## src/rtl/wpg_pkg.sv

```systemverilog
package wpg_pkg;
  localparam logic [3:0] DEV_CODE = 4'b1011;
  localparam logic [1:0] WORD_TAG = 2'b11;

  typedef struct packed {
    logic       en;
    logic [1:0] sel;
    logic       lock;
  } wp_state_t;

  function automatic logic [7:0] image_of(wp_state_t s);
    return {4'b0000, s.en, s.sel, s.lock};
  endfunction
endpackage

```

## src/rtl/wpg_decode.sv

```systemverilog
module wpg_decode #(
  parameter bit MASK_A1 = 1'b0
) (
  input  logic       cmd_valid,
  input  logic [7:0] cmd_dev,
  input  logic [7:0] cmd_word,
  input  logic [4:0] data_ctl,   // {d7,d6,d5,d4,d0}
  input  logic       hw_a2,
  input  logic       hw_a1,
  output logic       wr_hit,
  output logic       rd_hit,
  output logic       fmt_ok,
  output logic       confirm_ok
);
  import wpg_pkg::*;

  logic a1_ok;
  logic addr_hit;
  logic unused_bits;

  generate
    if (MASK_A1) begin : g_a1_masked
      assign a1_ok = 1'b1;
    end else begin : g_a1_checked
      assign a1_ok = (cmd_dev[1] == hw_a1);
    end
  endgenerate

  assign addr_hit = cmd_valid
                  && (cmd_dev[7:4] == DEV_CODE)
                  && (cmd_dev[2] == hw_a2)
                  && a1_ok
                  && (cmd_word[7:6] == WORD_TAG);

  assign wr_hit     = addr_hit && !cmd_dev[0];
  assign rd_hit     = addr_hit &&  cmd_dev[0];
  assign fmt_ok     = (data_ctl[4] == 1'b0) && (data_ctl[3] == 1'b1) && (data_ctl[1] == 1'b0);
  assign confirm_ok = (data_ctl[2] == data_ctl[0]);

  assign unused_bits = ^{cmd_dev[3], cmd_word[5:0], hw_a1};
endmodule

```

## src/rtl/wpg_reg.sv

```systemverilog
module wpg_reg (
  input  logic                 clk,
  input  logic                 rst_n,
  input  logic                 wr_hit,
  input  logic                 fmt_ok,
  input  logic                 confirm_ok,
  input  logic [3:0]           new_bits,
  output wpg_pkg::wp_state_t   state,
  output logic                 reject
);
  import wpg_pkg::*;

  logic refuse;
  assign refuse = state.lock || !fmt_ok || !confirm_ok;

  always_ff @(posedge clk) begin
    if (!rst_n) begin
      state  <= '0;
      reject <= 1'b0;
    end else begin
      reject <= 1'b0;
      if (wr_hit) begin
        if (refuse) begin
          reject <= 1'b1;
        end else begin
          state <= wp_state_t'(new_bits);
        end
      end
    end
  end
endmodule

```

## src/rtl/wpg_region.sv

```systemverilog
module wpg_region #(
  parameter int AW = 9
) (
  input  logic          en,
  input  logic [1:0]    sel,
  input  logic [AW-1:0] addr,
  output logic          allow
);
  logic [1:0] quarter;
  logic [1:0] first_q;
  logic       unused_low;

  assign quarter = addr[AW-1 -: 2];
  // lowest protected quarter: 3 for sel 00 down to 0 for sel 11
  assign first_q = 2'd3 - sel;
  assign allow   = !(en && (quarter >= first_q));

  generate
    if (AW > 2) begin : g_low
      assign unused_low = ^addr[AW-3:0];
    end else begin : g_nolow
      assign unused_low = 1'b0;
    end
  endgenerate
endmodule

```

## src/rtl/wp_guard.sv

```systemverilog
module wp_guard #(
  parameter int ARRAY_BYTES = 512,
  parameter bit MASK_A1     = 1'b0,
  localparam int AW         = $clog2(ARRAY_BYTES)
) (
  input  logic          clk,
  input  logic          rst_n,
  input  logic          hw_a2,
  input  logic          hw_a1,
  input  logic          cmd_valid,
  output logic          cmd_ready,
  input  logic [7:0]    cmd_dev,
  input  logic [7:0]    cmd_word,
  input  logic [7:0]    cmd_data,
  output logic          rd_valid,
  output logic [7:0]    rd_data,
  output logic [7:0]    wp_image,
  output logic          reg_reject,
  input  logic [AW-1:0] arr_addr,
  input  logic          arr_wr,
  output logic          arr_allow,
  output logic          arr_blocked
);
  import wpg_pkg::*;

  logic      wr_hit, rd_hit, fmt_ok, confirm_ok;
  wp_state_t state;

  assign cmd_ready = 1'b1;

  wpg_decode #(.MASK_A1(MASK_A1)) u_dec (
    .cmd_valid (cmd_valid),
    .cmd_dev   (cmd_dev),
    .cmd_word  (cmd_word),
    .data_ctl  ({cmd_data[7:4], cmd_data[0]}),
    .hw_a2     (hw_a2),
    .hw_a1     (hw_a1),
    .wr_hit    (wr_hit),
    .rd_hit    (rd_hit),
    .fmt_ok    (fmt_ok),
    .confirm_ok(confirm_ok)
  );

  wpg_reg u_reg (
    .clk       (clk),
    .rst_n     (rst_n),
    .wr_hit    (wr_hit),
    .fmt_ok    (fmt_ok),
    .confirm_ok(confirm_ok),
    .new_bits  (cmd_data[3:0]),
    .state     (state),
    .reject    (reg_reject)
  );

  wpg_region #(.AW(AW)) u_rgn (
    .en   (state.en),
    .sel  (state.sel),
    .addr (arr_addr),
    .allow(arr_allow)
  );

  assign wp_image = image_of(state);

  always_ff @(posedge clk) begin
    if (!rst_n) begin
      rd_valid    <= 1'b0;
      rd_data     <= '0;
      arr_blocked <= 1'b0;
    end else begin
      rd_valid    <= rd_hit;
      if (rd_hit) rd_data <= wp_image;
      arr_blocked <= arr_wr && !arr_allow;
    end
  end
endmodule

```

## config.mk

```make
export PLATFORM = sky130hd
export DESIGN_NAME = wp_guard
export DESIGN_NICKNAME = d
export VERILOG_FILES = /design/src/rtl/wpg_pkg.sv /design/src/rtl/wpg_decode.sv /design/src/rtl/wpg_reg.sv /design/src/rtl/wpg_region.sv /design/src/rtl/wp_guard.sv
export SDC_FILE = /design/constraint.sdc
export NUM_CORES = 1
export LEC_CHECK = 0
export CORE_AREA = 2 2 40 42
export CTS_BUF_LIST = sky130_fd_sc_hd__clkbuf_2 sky130_fd_sc_hd__clkbuf_4 sky130_fd_sc_hd__clkbuf_8
export DETAILED_ROUTE_END_ITERATION = 8
export DIE_AREA = 0 0 42 44
export DONT_BUFFER_PORTS = 1
export GPL_TIMING_DRIVEN = 0
export HOLD_SLACK_MARGIN = 0.03
export MAX_ROUTING_LAYER = met4
export SYNTH_ARGS = -nofsm -noshare
export SYNTH_HDL_FRONTEND = slang
export SYNTH_SLANG_ARGS = --single-unit
```

## constraint.sdc

```tcl
create_clock -name clk -period 2.4 [get_ports clk]
set_input_delay 0.36 -clock clk [delete_from_list [all_inputs] [get_ports clk]]
set_output_delay 0.36 -clock clk [all_outputs]
set_load 0.02 [all_outputs]
```

==> flow_metrics.tcl <==
set metrics [dict create \
    combinationalPowerShare 0.129 \
    die_h_um 44 \
    drive_gt1_frac 0.207 \
    grt_max_degree 11 \
    drv_cap 0 \
    synth_top_cell_area_share 0.345 \
    tns_ns 0 \
    grt_pass1_vias 482 \
    yosys-top-cells-area "dfxtp_1 35%, buf_4 12%, mux2i_1 6.3%" \
    synth.distinct_cells 27 \
    grt_pass1_wl_mm 1.84 \
    path_class "reg2out" \
    fin_crit_ns 2.18 \
    clockBufferDepth 2 \
    post_drt_via_cell_ratio 5.08 \
    maxSlewViolCount 0 \
    maxSlewHeadroom 0.516 \
    p_int_mw 0.276 \
    ant_nets 0 \
    port_buffers 0 \
    htree_levels 1 \
    cts_setup_buffers 0 \
    antenna_found_initial 0 \
    wirelength_mm 1.17 \
    crit_arrival_ns 1.82 \
    p_leak_nw 0.281 \
    utilization 0.504 \
    place_inst 94 \
    track_usage 0.143 \
    clk_pin_slew_ns 0.07 \
    p_switching_mw 0.0873 \
    end_kind "output pin" \
    final_cells 98 \
    switching_share 0.240 \
    p_per_area_mw_per_mm2 508 \
    start_util 0.450 \
    setup_viol 0 \
    seqPwrFrac 0.503 \
    diodes 0 \
    skew_ns 0.00144 \
    fin_nets 124 \
    clock-sinks 11 \
    min_path_type "in2reg" \
    die_w_um 42 \
    synth_area_um2 638 \
    ctsResizeCount 0 \
    vias 498 \
    max_slew.worst_pin.slew_ns 0.719 \
    drc 0 \
    ios 60 \
    cts_made_buffers 3 \
    rows 14 \
    root_buffer "clkbuf_4" \
    postCtsHoldBufs 0 \
    overflow 0 \
    critPathLaunchType "flip-flop" \
    peakVddDrop_mv 0.263 \
    netlist.top_cell.by_area "dfxtp_1" \
    ys_warn_count 0 \
    ys_seq_elements 11 \
    period_share 0.909 \
    fmax_mhz 458 \
    syn_inst 71 \
    fillers 159 \
    wl_per_cell_um 11.9 \
    hold_viol 0 \
    grt_setup_unrepaired "false" \
    drtPass1Iterations 4 \
    cts_tree "done" \
    area_growth_syn_to_layout_pct 12.0 \
    first_iter_violations 1 \
    gp_congestion 0.727 \
    required_ns 2.04 \
    ys_seq_area_frac 0.345 \
    worstSkewPairLatency_ns 0.26 \
    fp.dieArea_mm2 0.00185 \
    placeableCoreArea_mm2 0.00142 \
    clock_power_share 0.368 \
    syn_area_per_cell_um2 8.99 \
    worstPathMaxFanout 4 \
    status "completed" \
]
[routing by layer]
metal / vias to the layer above / track usage / wire length [um]
li1: 254 / - / -
met1: 210 / 0.147 / 493
met2: 32 / 0.231 / 532
met3: 2 / 0.0625 / 129
met4: 0 / 0.0774 / 10
met5: - / - / 0
[final cells by class]
cell class	instances	area (um2)	share of cell area
Multi-Input combinational cell	52	350	0.490
Sequential cell	11	220	0.308
Buffer	10	75.1	0.105
Clock buffer	4	30.0	0.0420
Tap cell	16	20.0	0.0280
Inverter	5	18.8	0.0263
[layout by cell type, fill, tap and decap left out, types with 2 or more instances in the layout]
master    count
a21oi_1       3
dfxtp_1      11
xor2_1        2
conb_1        9
o31ai_1       3
mux2i_1       4
nand3_1       2
ha_1          2
inv_1         4
nor2_1        9
nand2_1       2
clkbuf_4      4
buf_4        10
nand4_1       3
[stage by stage]
step | hold slack [ns] | power (mW) | setup slack (ns) | instance area [um2]
finish | 0.203 | 0.363 | 0.219 | 714
detailed placement | 0.481 | 0.233 | 0.477 | 684
CTS | 0.194 | 0.371 | 0.181 | 714
global placement | 0.478 | 0.232 | 0.521 | 684
global route | 0.193 | 0.386 | 0.0917 | 714
floorplan | 0.466 | 0.230 | 0.600 | 664
[power groups by stage]
stage,Sequential (mW),Clock [mW],Combinational [mW]
floorplan,0.187,0,0.0430
global placement,0.187,0,0.0456
detailed placement,0.187,0,0.0466
CTS,0.182,0.142,0.0466
global route,0.182,0.152,0.0515
finish,0.182,0.134,0.0468
[state kept, by name (all words and copies together) (netlist names)]
name	cells
u_reg.state	4
rd_data	4
rd_valid	1
arr_blocked	1
u_reg.reject	1
[synth_stat cells]
master	number
xor2_1	2
a21oi_1	3
nor4b_1	1
mux2i_1	4
a41oi_1	1
a21boi_0	1
xnor2_1	1
inv_1	4
nor4_4	1
nand4_1	3
nand4_4	1
nand3_1	2
dfxtp_1	11
nor2_1	9
nor3_1	1
o21ai_0	1
nor4_1	1
conb_1	2
and2_1	1
nand2_1	2
ha_1	2
clkinv_1	1
or4_4	1
buf_4	10
nand3b_1	1
nand4b_1	1
o31ai_1	3
[critical path: stages, from the launching register on]
cell and delay (ns):
dfxtp_1 0.49, inv_1 0.08, ha_1 0.29, inv_1 0.05, a21boi_0 0.07, o21ai_0 0.58
[worst paths after layout]
| check | depth (start not counted) | slack (ns) | to | start |
|---|---|---|---|---|
| setup / recovery | 5 | 0.22 | arr_allow | u_reg.state[1] |
| hold / removal | 2 | 0.20 | arr_blocked | arr_wr |
| setup reg to reg | 6 | 0.60 | arr_blocked | u_reg.state[1] |
| hold reg to reg | 2 | 0.52 | u_reg.state[3] | u_reg.state[3] |
[cells by family (layout without fill, tap and decap cells)]
kind of cell / count (synthesis) / in the layout / synth area share
flip-flops: 11 / 11 / 0.345
multiplexers: 4 / 4 / 0.0627
XOR/XNOR: 3 / 3 / 0.0412
buffers and inverters: 15 / 19 / 0.147
AND/OR/NAND/NOR: 25 / 25 / 0.261
AO/OA/AOI/OAI: 9 / 9 / 0.0921
adder cells (fa/ha/maj): 2 / 2 / 0.0392
other: 2 / 9 / 0.0118
Power figures use the tool's default switching activity.
